<file path="config.mk">
export PLATFORM = sky130hd
export DESIGN_NAME = term_act_fsm
export DESIGN_NICKNAME = d
export VERILOG_FILES = /design/src/rtl/tafsm_pkg.sv /design/src/rtl/tafsm_cmd_filter.sv /design/src/rtl/tafsm_next_state.sv /design/src/rtl/tafsm_out_reg.sv /design/src/rtl/term_act_fsm.sv
export SDC_FILE = /design/constraint.sdc
export NUM_CORES = 1
export LEC_CHECK = 0
export ABC_CLOCK_PERIOD_IN_PS = 3590
export BUFFER_PORTS_ARGS = -buffer_cell sky130_fd_sc_hd__buf_2
export CAP_MARGIN = 10
export CORE_MARGIN = 4
export CORE_UTILIZATION = 34
export CTS_BUF_LIST = sky130_fd_sc_hd__clkbuf_4 sky130_fd_sc_hd__clkbuf_8 sky130_fd_sc_hd__clkbuf_16
export DETAILED_ROUTE_END_ITERATION = 12
export GPL_TIMING_DRIVEN = 0
export MAX_ROUTING_LAYER = met4
export PLACE_DENSITY_LB_ADDON = 0.1
export SLEW_MARGIN = 20
export SYNTH_ARGS = -nofsm -noshare
export SYNTH_HDL_FRONTEND = slang
export SYNTH_SLANG_ARGS = --single-unit
</file>
<file path="constraint.sdc">
create_clock -name clk -period 3.59 [get_ports clk]
set_input_delay 0.1795 -clock clk [delete_from_list [all_inputs] [get_ports clk]]
set_output_delay 0.1795 -clock clk [all_outputs]
set_load 0.02 [all_outputs]
</file>
<file path="src/rtl/tafsm_pkg.sv">
package tafsm_pkg;

   localparam int CODE_W = 4;
   localparam int TXR_W  = 2;

   typedef logic [CODE_W-1:0] code_t;
   typedef logic [TXR_W-1:0]  txreq_t;

   typedef enum logic [3:0] {
      ST_RESET, ST_TEST, ST_LOOP,
      ST_F3_DEACT, ST_F3_PWRUP, ST_F3_PEND,
      ST_F4_PEND, ST_F5_UNSYNC, ST_F6_SYNC, ST_F7_ACT
   } state_t;

   typedef struct packed {
      logic sig0;
      logic sig2;
      logic sig4;
   } line_t;

   typedef struct packed {
      code_t  ind;
      txreq_t tx;
   } out_t;

   // command codes
   localparam code_t CMD_TIMING = 4'h0;
   localparam code_t CMD_RESET  = 4'h1;
   localparam code_t CMD_TEST   = 4'h2;
   localparam code_t CMD_ACT_A  = 4'h8;
   localparam code_t CMD_ACT_B  = 4'h9;
   localparam code_t CMD_LOOP   = 4'hA;
   localparam code_t CMD_IDLE   = 4'hE;
   localparam code_t CMD_DEACT  = 4'hF;

   // indication codes
   localparam code_t IND_RESET  = 4'h0;
   localparam code_t IND_TEST   = 4'h2;
   localparam code_t IND_F4     = 4'h4;
   localparam code_t IND_F5     = 4'h5;
   localparam code_t IND_F3PEND = 4'h6;
   localparam code_t IND_F3PWR  = 4'h7;
   localparam code_t IND_F6     = 4'h8;
   localparam code_t IND_LOOP   = 4'hA;
   localparam code_t IND_F7     = 4'hC;
   localparam code_t IND_F3D    = 4'hF;

   // transmit requests
   localparam txreq_t TX_SILENT = 2'd0;
   localparam txreq_t TX_INFO1  = 2'd1;
   localparam txreq_t TX_TSIG   = 2'd2;
   localparam txreq_t TX_INFO3  = 2'd3;

   function automatic out_t decode_state(input state_t s);
      out_t o;
      case (s)
         ST_RESET:     o = '{ind: IND_RESET,  tx: TX_SILENT};
         ST_TEST:      o = '{ind: IND_TEST,   tx: TX_TSIG};
         ST_LOOP:      o = '{ind: IND_LOOP,   tx: TX_INFO3};
         ST_F3_DEACT:  o = '{ind: IND_F3D,    tx: TX_SILENT};
         ST_F3_PWRUP:  o = '{ind: IND_F3PWR,  tx: TX_SILENT};
         ST_F3_PEND:   o = '{ind: IND_F3PEND, tx: TX_SILENT};
         ST_F4_PEND:   o = '{ind: IND_F4,     tx: TX_INFO1};
         ST_F5_UNSYNC: o = '{ind: IND_F5,     tx: TX_SILENT};
         ST_F6_SYNC:   o = '{ind: IND_F6,     tx: TX_INFO3};
         ST_F7_ACT:    o = '{ind: IND_F7,     tx: TX_INFO3};
         default:      o = '{ind: IND_RESET,  tx: TX_SILENT};
      endcase
      return o;
   endfunction

endpackage

</file>
<file path="src/rtl/tafsm_cmd_filter.sv">
module tafsm_cmd_filter
   import tafsm_pkg::*;
#(
   parameter int STABLE_FRAMES = 2
) (
   input  logic  clk,
   input  logic  rst,
   input  logic  frame_stb,
   input  code_t cmd_in,
   output logic  cmd_ok
);

   if (STABLE_FRAMES < 1) begin : g_bad_depth
      $error("tafsm_cmd_filter: STABLE_FRAMES must be at least 1");
   end

   if (STABLE_FRAMES == 1) begin : g_direct
      assign cmd_ok = 1'b1;
      logic unused_ok;
      assign unused_ok = &{1'b0, clk, rst, frame_stb, cmd_in};
   end else begin : g_history
      localparam int HIST_N = STABLE_FRAMES - 1;
      code_t hist_q [HIST_N];

      always_ff @(posedge clk) begin
         if (rst) begin
            for (int i = 0; i < HIST_N; i++) hist_q[i] <= CMD_IDLE;
         end else if (frame_stb) begin
            hist_q[0] <= cmd_in;
            for (int i = 1; i < HIST_N; i++) hist_q[i] <= hist_q[i-1];
         end
      end

      always_comb begin
         cmd_ok = 1'b1;
         for (int i = 0; i < HIST_N; i++) begin
            if (hist_q[i] != cmd_in) cmd_ok = 1'b0;
         end
      end
   end

endmodule

</file>
<file path="src/rtl/tafsm_next_state.sv">
module tafsm_next_state
   import tafsm_pkg::*;
(
   input  state_t cur,
   input  code_t  cmd,
   input  logic   cmd_ok,
   input  line_t  line,
   output state_t nxt
);

   logic want_act, want_deact, want_timing;

   always_comb begin
      want_act    = cmd_ok && (cmd == CMD_ACT_A || cmd == CMD_ACT_B);
      want_deact  = cmd_ok && (cmd == CMD_DEACT);
      want_timing = cmd_ok && (cmd == CMD_TIMING);
   end

   always_comb begin
      nxt = cur;
      if (cmd_ok && cmd == CMD_RESET)      nxt = ST_RESET;
      else if (cmd_ok && cmd == CMD_TEST)  nxt = ST_TEST;
      else if (cmd_ok && cmd == CMD_LOOP)  nxt = ST_LOOP;
      else begin
         case (cur)
            ST_RESET, ST_TEST, ST_LOOP: begin
               if (want_deact) nxt = ST_F3_DEACT;
            end
            ST_F3_DEACT: begin
               if (line.sig4)        nxt = ST_F7_ACT;
               else if (line.sig2)   nxt = ST_F6_SYNC;
               else if (want_act)    nxt = ST_F4_PEND;
               else if (want_timing) nxt = ST_F3_PWRUP;
            end
            ST_F3_PWRUP: begin
               if (line.sig4)        nxt = ST_F7_ACT;
               else if (line.sig2)   nxt = ST_F6_SYNC;
               else if (want_act)    nxt = ST_F4_PEND;
               else if (want_deact)  nxt = ST_F3_DEACT;
            end
            ST_F4_PEND, ST_F5_UNSYNC, ST_F3_PEND: begin
               if (line.sig4)        nxt = ST_F7_ACT;
               else if (line.sig2)   nxt = ST_F6_SYNC;
               else if (want_deact)  nxt = ST_F3_DEACT;
            end
            ST_F6_SYNC, ST_F7_ACT: begin
               if (line.sig4)        nxt = ST_F7_ACT;
               else if (line.sig2)   nxt = ST_F6_SYNC;
               else if (line.sig0)   nxt = ST_F3_PEND;
               else                  nxt = ST_F5_UNSYNC;
            end
            default: nxt = ST_RESET;
         endcase
      end
   end

endmodule

</file>
<file path="src/rtl/tafsm_out_reg.sv">
module tafsm_out_reg
   import tafsm_pkg::*;
(
   input  logic   clk,
   input  logic   rst,
   input  logic   load,
   input  state_t nxt,
   output code_t  ind,
   output txreq_t tx
);

   out_t dec, out_q;

   always_comb dec = decode_state(nxt);

   always_ff @(posedge clk) begin
      if (rst)       out_q <= decode_state(ST_RESET);
      else if (load) out_q <= dec;
   end

   assign ind = out_q.ind;
   assign tx  = out_q.tx;

endmodule

</file>
<file path="src/rtl/term_act_fsm.sv">
module term_act_fsm
   import tafsm_pkg::*;
#(
   parameter int STABLE_FRAMES = 2
) (
   input  logic       clk,
   input  logic       rst,
   input  logic       frame_stb,
   input  logic [3:0] cmd_code,
   input  logic       rx_info0,
   input  logic       rx_info2,
   input  logic       rx_info4,
   output logic [3:0] ind_code,
   output logic [1:0] tx_info
);

   if (CODE_W != 4) begin : g_bad_code_w
      $error("term_act_fsm: command codes must be 4 bits");
   end

   state_t state_q, state_d;
   logic   cmd_ok;
   line_t  line;

   assign line = '{sig0: rx_info0, sig2: rx_info2, sig4: rx_info4};

   tafsm_cmd_filter #(.STABLE_FRAMES(STABLE_FRAMES)) u_filter (
      .clk       (clk),
      .rst       (rst),
      .frame_stb (frame_stb),
      .cmd_in    (cmd_code),
      .cmd_ok    (cmd_ok)
   );

   tafsm_next_state u_next (
      .cur    (state_q),
      .cmd    (cmd_code),
      .cmd_ok (cmd_ok),
      .line   (line),
      .nxt    (state_d)
   );

   always_ff @(posedge clk) begin
      if (rst)            state_q <= ST_RESET;
      else if (frame_stb) state_q <= state_d;
   end

   tafsm_out_reg u_out (
      .clk  (clk),
      .rst  (rst),
      .load (frame_stb),
      .nxt  (state_d),
      .ind  (ind_code),
      .tx   (tx_info)
   );

endmodule

</file>
; Yosys cells after proc, flatten, opt, wreduce, memory -nomap -nowiden
; Memories as Yosys holds them, arrays and structs flattened. A register that Yosys moved wholly into a read port is not among the register bits.
; Index checks and enable logic that the tools add are counted.
; W data, S select, Z words.
[totals]
regBits = 4
mem_bits_rw = 4
rom_bits = 96
in_bits = 10
output_inout_bits = 6
elab_cells = 57
mem_count = 2
[memory_table]
columns = memory, depth, word_bits, read_ports, rd_ports_with_merged_regs, write_ports, line_no
row1 = (name not given), 16, 6, 1, 1, 0, tafsm_pkg.sv:56  ; case (s)
row2 = u_filter.g_history.hist_q, 1, 4, 1, 0, 1, tafsm_cmd_filter.sv:23  ; code_t hist_q [HIST_N];
[op_classes]
n_eq_ne = 16
muxes = 25
reduce_logical = 13
[ops]
columns = operator, n
row1 = $mux W4, 16
row2 = $eq A4 B4 Y1 const B, 6
row3 = $pmux W4 S5, 1
row4 = $eq A4 B3 Y1 const B, 4
row5 = $eq A4 B2 Y1 const B, 3
row6 = $eq A4 B1 Y1 const B, 2
row7 = $logic_not A4 Y1, 2
row8 = $mux W1, 7
row9 = $logic_and A1 B1 Y1, 6
row10 = $reduce_or A3 Y1, 2
row11 = $ne A4 B4 Y1, 1
row12 = $reduce_or A4 Y1, 1
row13 = $mux W2, 1
row14 = $reduce_or A2 Y1, 1
row15 = $logic_or A1 B1 Y1, 1

; Longest topological paths before layout
; Gate-level depths: netlist of the first run.
; An unclocked memory read counts as a cell.
[logic_depth]
word_depth = 12
ltp_mapped = 10
depth_no_buf = 9

; Modules after synthesis
; From an unflattened synthesis of the first run, not the netlist that was laid out.
[hier_totals]
cells_unflattened = 117
hier_area_um2 = 1069.8
[modules_own_cells]
columns = module, n_inst, cells_each, area_per_inst_um2, seq_area_each_um2
row1 = tafsm_out_reg, 1, 39, 399.1, 120.1
row2 = tafsm_next_state, 1, 50, 321.6, 0.0
row3 = tafsm_cmd_filter, 1, 15, 209.0, 120.1
row4 = term_act_fsm, 1, 13, 140.1, 80.1

; Worst setup path before layout of the first run
; Ideal clock, no wire load.
[synth_timing]
path_kind = register to register
start = memory u_filter.g_history.hist_q[0][1] in the netlist's numbering
end = register u_out.tx[1] (netlist name)
setup_ns = 0.091
arrival_ns = 2.485
required_time_ns = 3.499
slack_ns = 1.014
path_stages_with_launch = 10
n_path_buf = 0
synth_period_minus_slack_ns = 2.576
cell_sequence = edfxtp_1 > or4_4 > nor3_1 > a21oi_1 > o221a_2 > o21ai_0 > inv_1 > ha_1 > nand2b_1 > a311oi_1
[synth_between]
elab_chain_len = 12
elab_cells_between_ends = 23
cone_classes = eq/ne: 1 / mux: 15 / reduce/logical: 6 / memory: 1
[synth_rtl]
columns = element, line_no
row1 = start: declaration, tafsm_cmd_filter.sv:23
row2 = $mem_v2 Z1 W4 (*), --
row3 = $ne A4 B4 Y1 (*), tafsm_cmd_filter.sv:37  ; if (hist_q[i] != cmd_in) cmd_ok = 1'b0;
row4 = $mux W1 (*), tafsm_cmd_filter.sv:37
row5 = $logic_and A1 B1 Y1 (on tied branches), "tafsm_next_state.sv:15, tafsm_next_state.sv:16"
row6 = $mux W4 (on tied branches), --
row7 = $mux W4 (on tied branches), "tafsm_next_state.sv:38, tafsm_next_state.sv:32"
row8 = $mux W4 (on tied branches), "tafsm_next_state.sv:37, tafsm_next_state.sv:31"
row9 = $mux W4 (on tied branches), "tafsm_next_state.sv:36, tafsm_next_state.sv:30"
row10 = $pmux W4 S5, tafsm_next_state.sv:25  ; case (cur)
row11 = $mux W4, tafsm_next_state.sv:23  ; else if (cmd_ok && cmd == CMD_LOOP) nxt = ST_LOOP;
row12 = $mux W4, tafsm_next_state.sv:22  ; else if (cmd_ok && cmd == CMD_TEST) nxt = ST_TEST;
row13 = $mux W4 (*), tafsm_next_state.sv:21  ; if (cmd_ok && cmd == CMD_RESET) nxt = ST_RESET;
row14 = named net state_d[0], term_act_fsm.sv:21  ; state_t state_q, state_d;
; The timed path passes the listed nets; every way through them passes the cells marked *.
; A chain may end at the register's enable or synchronous reset.

; Worst setup path in the final report of the first run
[layout_timing]
start = memory u_filter.g_history.hist_q[0][1] in the netlist's numbering
end = register u_out.tx[1] (netlist name)
[layout_between]
elab_chain_len = 12
elab_cells_between_ends = 23
cone_classes = eq/ne: 1 / mux: 15 / reduce/logical: 6 / memory: 1
[layout_rtl]
columns = element, line_no
row1 = $mem_v2 Z1 W4 (*), --
row2 = $ne A4 B4 Y1 (*), tafsm_cmd_filter.sv:37
row3 = $mux W1 (*), tafsm_cmd_filter.sv:37
row4 = $logic_and A1 B1 Y1 (on tied branches), "tafsm_next_state.sv:15, tafsm_next_state.sv:16"
row5 = $mux W4 (on tied branches), --
row6 = $mux W4 (on tied branches), "tafsm_next_state.sv:38, tafsm_next_state.sv:32"
row7 = $mux W4 (on tied branches), "tafsm_next_state.sv:37, tafsm_next_state.sv:31"
row8 = $mux W4 (on tied branches), "tafsm_next_state.sv:36, tafsm_next_state.sv:30"
row9 = $pmux W4 S5, tafsm_next_state.sv:25
row10 = $mux W4, tafsm_next_state.sv:23
row11 = $mux W4, tafsm_next_state.sv:22
row12 = $mux W4 (*), tafsm_next_state.sv:21
row13 = named net state_d[0], term_act_fsm.sv:21
; Marked as above.

==> metrics.md, run 1 <==
| Metric | Value |
|---|---|
| Syn nets | `139` |
| Worst vdd rail ir drop | `approximately 0.00020 V` |
| Measured slew at the worst slew-check pin | `0.624 ns` |
| Gr ovfl total | `0` |
| Fill count | `approximately 310` |
| Per-cell routed wire length | `14.7 µm` |
| Hold crit path type | `input port to flop` |
| Chip height | `63.5 µm` |
| Mapped cell area | `between 0.001 and 0.0015 mm²` |
| Largest stage delay, worst path | `0.51 ns` |
| Max-cap violation count | `0` |
| Hold Fails Final Rpt | `0` |
| Clock power frac | `29.2%` |
| Core Util, Final | `41.6%` |
| Unique masters post-synth | `47` |
| Initial Utilization | `36.8%` |
| Pins Over Slew Limit | `0` |
| Setup TNS | `0 ns` |
| DRC | `0` |
| Status | `complete, no violations` |
| Lkg Pwr | `0.000458 µW` |
| Drt total wl | `around 2.6 mm` |
| DIE AREA | `0.00404 mm²` |
| Vias/cell | `around 5.7` |
| Fraction of layout cells with a size suffix above 1 | `approximately a fifth` |
| Post-CTS Setup Inserts | `0` |
| Yosys top cell by area | `dfxtp_1` |
| TritonCTS sink count | `14` |
| Worst-path cell chain | `or4_4, nor3_1, a21oi_1, o221a_2, o21ai_0, inv_1, ha_1, nand2b_1, a311oi_1` |
| Logic pwr share | `18.9%` |
| RSZ-0062 raised after global routing | `false` |
| Initial antenna violation count | `0` |
| Clk buf depth | `2` |
| # hold bufs at CTS | `0` |
| Sequential cell area fraction in the yosys report | `~31%` |
| Final Cell Area | `0.00119 mm²` |
| 1st-iter DRT viols | `85` |
| First-pass GRT wire length | `4.25 mm` |
| Async SR Flop Fraction | `0%` |
| Period Utilization, post-route | `roughly 85%` |
| Largest net degree at the start of global routing | `11` |
| CP Buf/Inv Count | `1` |
| Max Fclk | `between 0.3 and 0.4 GHz` |
| Worst relative slew slack | `a little under 60%` |
| Final Skew | `0.00439 ns` |
| Crit-path max FO | `4` |
| DR pass1 iterations | `4` |
| Final nets | `158` |
| Synth Flop Type | `dfxtp_1` |
| Final setup viols | `0` |
| All-Layer GR Usage | `a little over an eighth` |
| N_diodes | `0` |
| GPL Wtd Cong | `a little under 0.9` |
| Cell family with most CP delay | `compound AO/OA/AOI/OAI gates` |
| Via count | `988` |
| Critical path launch point type | `flop` |
| Switching Fraction | `28.1%` |
| Hpwl dp | `1.95 mm` |
| CP required | `3.78 ns` |
| Worst path slowest cell | `or4_4` |
| IO Count | `16` |
| Core ar. | `0.00285 mm²` |
| Synth top area share | `between 10% and 20%` |
| P_sw | `95.2 µW` |
| CP Class | `flop to flop` |
| Power density over the cells | `285 mW/mm²` |
| ANT nets after route | `0` |
| Clock Latency Late Sink | `between 0.2 and 0.3 ns` |
| Port Buffers | `14` |
| Post-cts sizing count | `0` |
| DP Area | `0.00116 mm²` |
| Root buffer cell | `clkbuf_4` |
| Die width | `63.5 µm` |
| Synth warnings | `0` |
| Cell internal pwr | `between 200 and 250 µW` |
| Clk pin slew, worst setup/hold paths | `0.08 ns` |
| Mean Syn Cell Area | `8.39 µm²` |
| Number of H-tree branching levels | `1` |
| Vias in the first global route | `942` |
| Post-synthesis instance total | `between 100 and 150` |
| FF+latch count, synth | `14` |
| Crit path time final | `3.04 ns` |
| P&R area growth vs syn | `13.2%` |
| CTS buffer count | `3` |
| Synth top area cells | `dfxtp_1 (19%), edfxtp_1 (11%), nor2_1 (5.0%), ha_1 (4.8%), o21ai_0 (4.3%)` |
| TritonCTS clock tree | `done` |
| CP arrival | `around 3.2 ns` |
| Crit path capture type | `flop` |
| Sequential power share | `51.9%` |
| EDFF count, synth | `4` |
| Std cell rows | `19` |
-- path summary, 6_finish.rpt --
path,startpoint,endpoint,slack [ns],depth (start not counted)
setup / recovery,u_filter.g_history.hist_q[0][1],u_out.tx[1],0.55,9
hold / removal,frame_stb,state_q[0],0.24,3
setup reg to reg,u_filter.g_history.hist_q[0][1],u_out.tx[1],0.55,9
hold reg to reg,u_out.ind[0],u_out.ind[0],0.48,2
-- registers in the layout (all words and copies together) (netlist names) --
register / cells
state_q: 4
u_filter.g_history.hist_q: 4
u_out.ind: 4
u_out.tx: 2
-- layout make-up --
cell class / count / area [µm²] / area share [%]
plain buffers: 5 / 20.0 / 1.69
clock buffers: 4 / 30.0 / 2.53
inverters: 6 / 22.5 / 1.90
multi-input cells: 100 / 686 / 57.7
flip-flops and latches: 14 / 320 / 27.0
well taps: 31 / 38.8 / 3.27
repair buffers: 14 / 70.1 / 5.90
-- metrics by stage --
step | cells | setup WS (ns) | hold WS, ns | total power (µW)
floorplan | 125 | 1.01 | 0.357 | 222
global placement | 170 | 0.584 | 0.453 | 243
detailed placement | 170 | 0.570 | 0.466 | 244
CTS | 174 | 0.520 | 0.236 | 342
global route | 174 | 0.351 | 0.247 | 358
finish | 174 | 0.545 | 0.240 | 339
-- worst min-delay path: stages --
cell and delay (ns):
buf_2 0.12, nand2b_1 0.11, o22ai_1 0.06
-- cell families (layout without fill, tap and decap cells) --
logic type / after synthesis / in the layout / share of synthesized area, %
AND/OR/NAND/NOR: 59 / 59 / 32.8
AO/OA/AOI/OAI: 32 / 32 / 22.0
buffers and inverters: 11 / 29 / 4.06
multiplexers: 2 / 2 / 1.91
XOR/XNOR: 3 / 3 / 3.94
flip-flops: 14 / 14 / 30.5
adder cells (fa/ha/maj): 4 / 4 / 4.77
-- layer usage --
| layer | part of all wire (%) | track usage (%) |
|---|---|---|
| met1 | 50 | 17.0 |
| met2 | 47 | 21.4 |
| met3 | 2.8 | 1.95 |
| met4 | 0.67 | 4.85 |
| met5 | 0 | - |
-- synthesized netlist by cell type, types with 2 or more instances --
cell and instances:
nor3b_1 3, nor3_1 5, a31oi_1 2, or2b_1 2, nand2_1 8, ha_1 4
nor2b_1 3, a211oi_1 2, o22ai_1 2, nor2_1 14, inv_1 6, xor2_2 2
clkbuf_1 4, nand2b_1 6, nor4_1 3, nand4_1 2, o21ai_0 9, edfxtp_1 4
dfxtp_1 10, a21oi_1 4, mux2i_1 2, a311oi_1 3
-- power by group through the flow --
stage | clock [µW] | sequential, µW | combinational, µW
after floorplan | 0 | 183 | 39.0
final | 99.0 | 176 | 64.0
after global routing | 109 | 177 | 71.6
after detailed placement | 0 | 180 | 64.1
after CTS | 101 | 176 | 64.4
after global placement | 0 | 179 | 63.9
-- placed cells by master (no fill, tap or decap), types with 2 or more instances in the layout --
cell      count
a31oi_1       2
clkbuf_1      4
a311oi_1      3
a21oi_1       4
nand2b_1      6
o21ai_0       9
nor2b_1       3
buf_2        15
inv_1         6
o22ai_1       2
or2b_1        2
dfxtp_1      10
edfxtp_1      4
a211oi_1      2
xor2_2        2
mux2i_1       2
nor4_1        3
nor3_1        5
clkbuf_4      4
nand2_1       8
ha_1          4
nor2_1       14
nor3b_1       3
nand4_1       2
Power figures use the tool's default switching activity.
==> run 2, diff against run 1 <==
- ABC_CLOCK_PERIOD_IN_PS: 3590 -> 2800
- clock period: 3.59 -> 2.8 ns (I/O delays scaled with it)
==> run 2 against run 1 <==
Compared with the run above: worst hold slack worse by 0.046 ns; critical path type unchanged; register-to-register slack worse by 0.38 ns; maximum frequency is 16% higher; via count is 1.6% higher; worst setup slack worse by 0.38 ns; utilization is 0.83 points higher; sequential power is 28% higher.
==> metrics.md, run 2 (synthesis results as in run 1) <==
| Metric | Value |
|---|---|
| Hold crit path type | `input port to flop` |
| CP arrival | `2.82 ns` |
| Chip height | `between 60 and 70 µm` |
| TritonCTS sink count | `14` |
| CTS buffer count | `3` |
| Per-cell routed wire length | `14.4 µm` |
| Max-cap violation count | `0` |
| Via count | `between 1000 and 1500` |
| Port Buffers | `14` |
| Initial Utilization | `between 30% and 40%` |
| Max Fclk | `between 0.3 and 0.4 GHz` |
| Clk pin slew, worst setup/hold paths | `0.08 ns` |
| Largest net degree at the start of global routing | `11` |
| First-pass GRT wire length | `4.26 mm` |
| All-Layer GR Usage | `between 10% and 20%` |
| Fill count | `309` |
| Final setup viols | `0` |
| TritonCTS clock tree | `done` |
| Placed Cells | `170` |
| Measured slew at the worst slew-check pin | `0.559 ns` |
| Gr ovfl total | `0` |
| CP Class | `flop to flop` |
| N_diodes | `0` |
| # hold bufs at CTS | `0` |
| Crit path time final | `2.63 ns` |
| Lkg Pwr | `about 0.00046 µW` |
| Status | `complete, no violations` |
| Crit-path max FO | `4` |
| Vias in the first global route | `roughly 940` |
| CP required | `about 3 ns` |
| Critical path launch point type | `flop` |
| Hpwl dp | `1.95 mm` |
| Post-CTS Setup Inserts | `0` |
| RSZ-0062 raised after global routing | `false` |
| Clock Latency Late Sink | `0.28 ns` |
| Final cell count without fillers | `174` |
| GPL Wtd Cong | `0.889` |
| IO Count | `16` |
| Core Util, Final | `42.5%` |
| ANT nets after route | `0` |
| Cell family with most CP delay | `compound AO/OA/AOI/OAI gates` |
| Initial antenna violation count | `0` |
| Hold Fails Final Rpt | `0` |
| Core ar. | `0.00285 mm²` |
| Die width | `63.5 µm` |
| Power density over the cells | `363 mW/mm²` |
| P&R area growth vs syn | `15.5%` |
| CP Buf/Inv Count | `1` |
| Std cell rows | `19` |
| Largest stage delay, worst path | `0.52 ns` |
| Final nets | `158` |
| Worst vdd rail ir drop | `0.000250 V` |
| DIE AREA | `0.00404 mm²` |
| Pins Over Slew Limit | `0` |
| Worst path slowest cell | `or4_4` |
| Storage cell area | `320 µm²` |
| DR pass1 iterations | `4` |
| Number of H-tree branching levels | `1` |
| Multi-input gate area | `709 µm²` |
| Drt total wl | `about 2.5 mm` |
| Crit path capture type | `flop` |
| Period Utilization, post-route | `94.0%` |
| DRC | `0` |
| Root buffer cell | `clkbuf_4` |
| Fraction of layout cells with a size suffix above 1 | `between 20% and 30%` |
| Final Skew | `0.00342 ns` |
| Worst-path cell chain | `or4_4, nor3_2, a21oi_1, o221a_2, o21ai_2, inv_1, ha_1, nand2b_1, a311oi_1` |
| Most frequent cells in the layout | `buf_2 (15), nor2_1 (14), dfxtp_1 (10), nand2_1 (8), o21ai_0 (8)` |
| 1st-iter DRT viols | `84` |
| Worst relative slew slack | `62.5%` |
| Vias/cell | `5.77` |
| Commonest non-fill, non-tap cell in the layout | `buf_2` |
| Clk buf depth | `2` |
| Setup TNS | `0 ns` |
run 2: cell counts in the layout (fill, tap and decap cells not counted):
Identical to the previous run, type by type.
run 2: area by class of cell:
type                       count  area share [%]
multi-input combinational    100            58.6
sequential                    14            26.4
timing repair buffer          14            5.79
tap                           31            3.20
clock buffer                   4            2.48
inverter                       6            1.86
buffer                         5            1.65
run 2: power breakdown:
part | switching [µW] | leakage (µW) | internal [µW]
registers | 7.00 | 0.000120 | 218
clock network | 62.6 | 0.0000184 | 65.0
logic | 56.3 | 0.000324 | 29.8
run 2: worst paths after layout:
path | startpoint | to | slack (ns) | cells after the start
worst max register to register | u_filter.g_history.hist_q[0][1] | u_out.tx[1] | 0.17 | 9
worst min-delay path | frame_stb | state_q[0] | 0.19 | 3
worst max-delay path | u_filter.g_history.hist_q[0][1] | u_out.tx[1] | 0.17 | 9
worst min register to register | u_out.ind[0] | u_out.ind[0] | 0.48 | 2
run 2: through the flow:
step           hold slack (ns)  total power [µW]  setup WS, ns  cell area (µm²)
4_1_cts                  0.197               438        0.0390             1190
6_report                 0.194               439         0.167             1210
2_1_floorplan            0.318               284         0.224             1050
3_3_place_gp             0.453               312        -0.206             1160
5_1_grt                  0.207               464       0.00954             1210
3_5_place_dp             0.466               312        -0.220             1160
run 2: layer usage:
layer  global-route usage [%]  up-vias  part of all wire, %
li1                         -      500                    -
met1                     17.0      479                   47
met2                     21.5       23                   48
met3                     1.95        2                  4.0
met4                     4.85        0                 0.68
met5                        -        -                    0
run 2: what timing repair did:
item / in CTS / in global routing
resized for setup: 2 / 3
hold endpoints to repair: 0 / 0
endpoints found under the setup margin: 3 / 1
run 2: worst reg2reg max path: stages (launching register included):
cell	delay, ns
edfxtp_1	0.43
or4_4	0.52
nor3_2	0.16
a21oi_1	0.09
o221a_2	0.28
o21ai_2	0.25
inv_1	0.10
ha_1	0.29
nand2b_1	0.15
a311oi_1	0.26
==> run 3, diff against run 2 <==
- CELL_PAD_IN_SITES_DETAIL_PLACEMENT: not set -> 2
- CELL_PAD_IN_SITES_GLOBAL_PLACEMENT: not set -> 2
- CORE_UTILIZATION: 34 -> 30
==> run 3 against run 2 <==
Compared with the run above: routed wire length increased by 29%; cell area increased by 5.9%; largest cell class unchanged; combinational power increased by 14%; critical endpoint unchanged; clock skew increased by 0.0049 ns; maximum frequency decreased by 1.4%; register-to-register slack got worse by 0.04 ns; via count increased by 0.90%.
==> metrics.md, run 3 (synthesis results as in run 1) <==
| Metric | Value |
|---|---|
| Status | `complete, no violations` |
| CP arrival | `2.87 ns` |
| Worst setup path start | `u_filter.g_history.hist_q[0][1]` |
| Pins Over Slew Limit | `0` |
| Power density over the cells | `352 mW/mm²` |
| Via count | `1013` |
| Clock Latency Late Sink | `slightly below 0.3 ns` |
| CP Buf/Inv Count | `1` |
| Final setup viols | `0` |
| Clk pin slew, worst setup/hold paths | `0.09 ns` |
| Initial Utilization | `31.2%` |
| Number of H-tree branching levels | `1` |
| Vias/cell | `5.36` |
| Final nets | `roughly 160` |
| Largest net degree at the start of global routing | `11` |
| Chip height | `67.1 µm` |
| N_diodes | `0` |
| Initial antenna violation count | `0` |
| Std cell rows | `21` |
| Hold path start | `cmd_code[2]` |
| CTS buffer count | `3` |
| Commonest non-fill, non-tap cell in the layout | `buf_2` |
| Per-cell routed wire length | `between 15 and 20 µm` |
| Crit path capture type | `flop` |
| Most frequent cells in the layout | `buf_2 (15), nor2_1 (14), dfxtp_1 (10), nand2_1 (8), o21ai_0 (8)` |
| Cell family with most CP delay | `compound AO/OA/AOI/OAI gates` |
| Critical path launch point type | `flop` |
| Crit path time final | `2.67 ns` |
| Max Fclk | `0.375 GHz` |
| Worst path slowest cell | `or4_4` |
| Period Utilization, post-route | `95.3%` |
| ANT nets after route | `0` |
| TritonCTS sink count | `14` |
| Lkg Pwr | `0.000473 µW` |
| DRC | `0` |
| Drt total wl | `roughly 3.2 mm` |
| DR pass1 iterations | `4` |
| Worst relative slew slack | `roughly 58%` |
| Max-cap violation count | `0` |
| Hold Fails Final Rpt | `0` |
| Hpwl dp | `approximately 2.5 mm` |
| First-pass GRT wire length | `5.46 mm` |
| Hold crit path type | `input port to flop` |
| All-Layer GR Usage | `16.6%` |
| Clk buf depth | `2` |
| Largest stage delay, worst path | `0.55 ns` |
| Final Skew | `0.00828 ns` |
| CP required | `3.00 ns` |
| DIE AREA | `0.00451 mm²` |
| IO Count | `16` |
| Measured slew at the worst slew-check pin | `0.624 ns` |
| Port Buffers | `14` |
| Worst vdd rail ir drop | `0.000174 V` |
| Core ar. | `0.00336 mm²` |
| 1st-iter DRT viols | `39` |
| Worst-path cell chain | `or4_4, nor3_4, a21oi_1, o221a_2, o21ai_4, inv_1, ha_1, nand2b_1, a311oi_1` |
| TritonCTS clock tree | `done` |
| # hold bufs at CTS | `0` |
| Die width | `67.1 µm` |
| Gr ovfl total | `0` |
| Vias in the first global route | `between 1000 and 1500` |
| CP Class | `flop to flop` |
| Fraction of layout cells with a size suffix above 1 | `22.4%` |
| Core Util, Final | `38.1%` |
| Root buffer cell | `clkbuf_4` |
| GPL Wtd Cong | `0.786` |
| Crit-path max FO | `4` |
| P&R area growth vs syn | `22.3%` |
| FF-to-FF Start | `u_filter.g_history.hist_q[0][1]` |
| Setup TNS | `0 ns` |
run 3: cell count changes in the layout (fill, tap and decap cells not counted), sizes merged:
cell,previous run,this run
clkbuf,8,7
clkinv,0,1
run 3: where the power goes:
part | switching [µW] | internal, µW
Combinational | 64.6 | 33.1
Sequential | 9.33 | 219
Clock | 73.4 | 51.9
run 3: metal layers:
metal	share of wire [%]	vias to the layer above	global-route usage, %
met1	47	498	21.1
li1	-	499	-
met5	0	-	-
met3	1.3	5	2.02
met2	50	11	26.5
met4	1.6	0	6.84
run 3: repair_timing:
item,in CTS,in global routing
hold endpoints to repair,0,0
resized for setup,3,9
buffers inserted,0,0
endpoints found under the setup margin,3,1
run 3: metrics by stage:
step / hold WS [ns] / instances / total power (µW) / setup slack, ns / area [µm²]
2_1_floorplan: 0.318 / 125 / 284 / 0.224 / 1050
3_3_place_gp: 0.443 / 185 / 312 / -0.164 / 1180
3_5_place_dp: 0.463 / 185 / 316 / -0.247 / 1180
4_1_cts: 0.181 / 189 / 441 / 0.0766 / 1210
5_1_grt: 0.203 / 189 / 475 / -0.00506 / 1280
6_report: 0.185 / 189 / 451 / 0.130 / 1280
run 3: layout make-up:
| class | count | area, µm² |
|---|---|---|
| Fill cell | 416 | 2080 |
| Multi-Input combinational cell | 100 | 766 |
| Sequential cell | 14 | 320 |
| Timing Repair Buffer | 14 | 70.1 |
| Tap cell | 46 | 57.6 |
| Clock buffer | 3 | 22.5 |
| Inverter | 6 | 22.5 |
| Buffer | 5 | 20.0 |
| Clock inverter | 1 | 3.75 |
run 3: worst register-to-register path, cell delays in order, from the launching register on:
cell	delay, ns
edfxtp_1	0.45
or4_4	0.55
nor3_4	0.16
a21oi_1	0.10
o221a_2	0.30
o21ai_4	0.21
inv_1	0.10
ha_1	0.29
nand2b_1	0.15
a311oi_1	0.27
run 3: final timing paths:
kind | end | slack [ns] | cells after the start
setup / recovery | u_out.tx[1] | 0.13 | 9
hold / removal | u_filter.g_history.hist_q[0][2] | 0.19 | 2
setup reg to reg | u_out.tx[1] | 0.13 | 9
hold reg to reg | u_out.ind[0] | 0.47 | 2
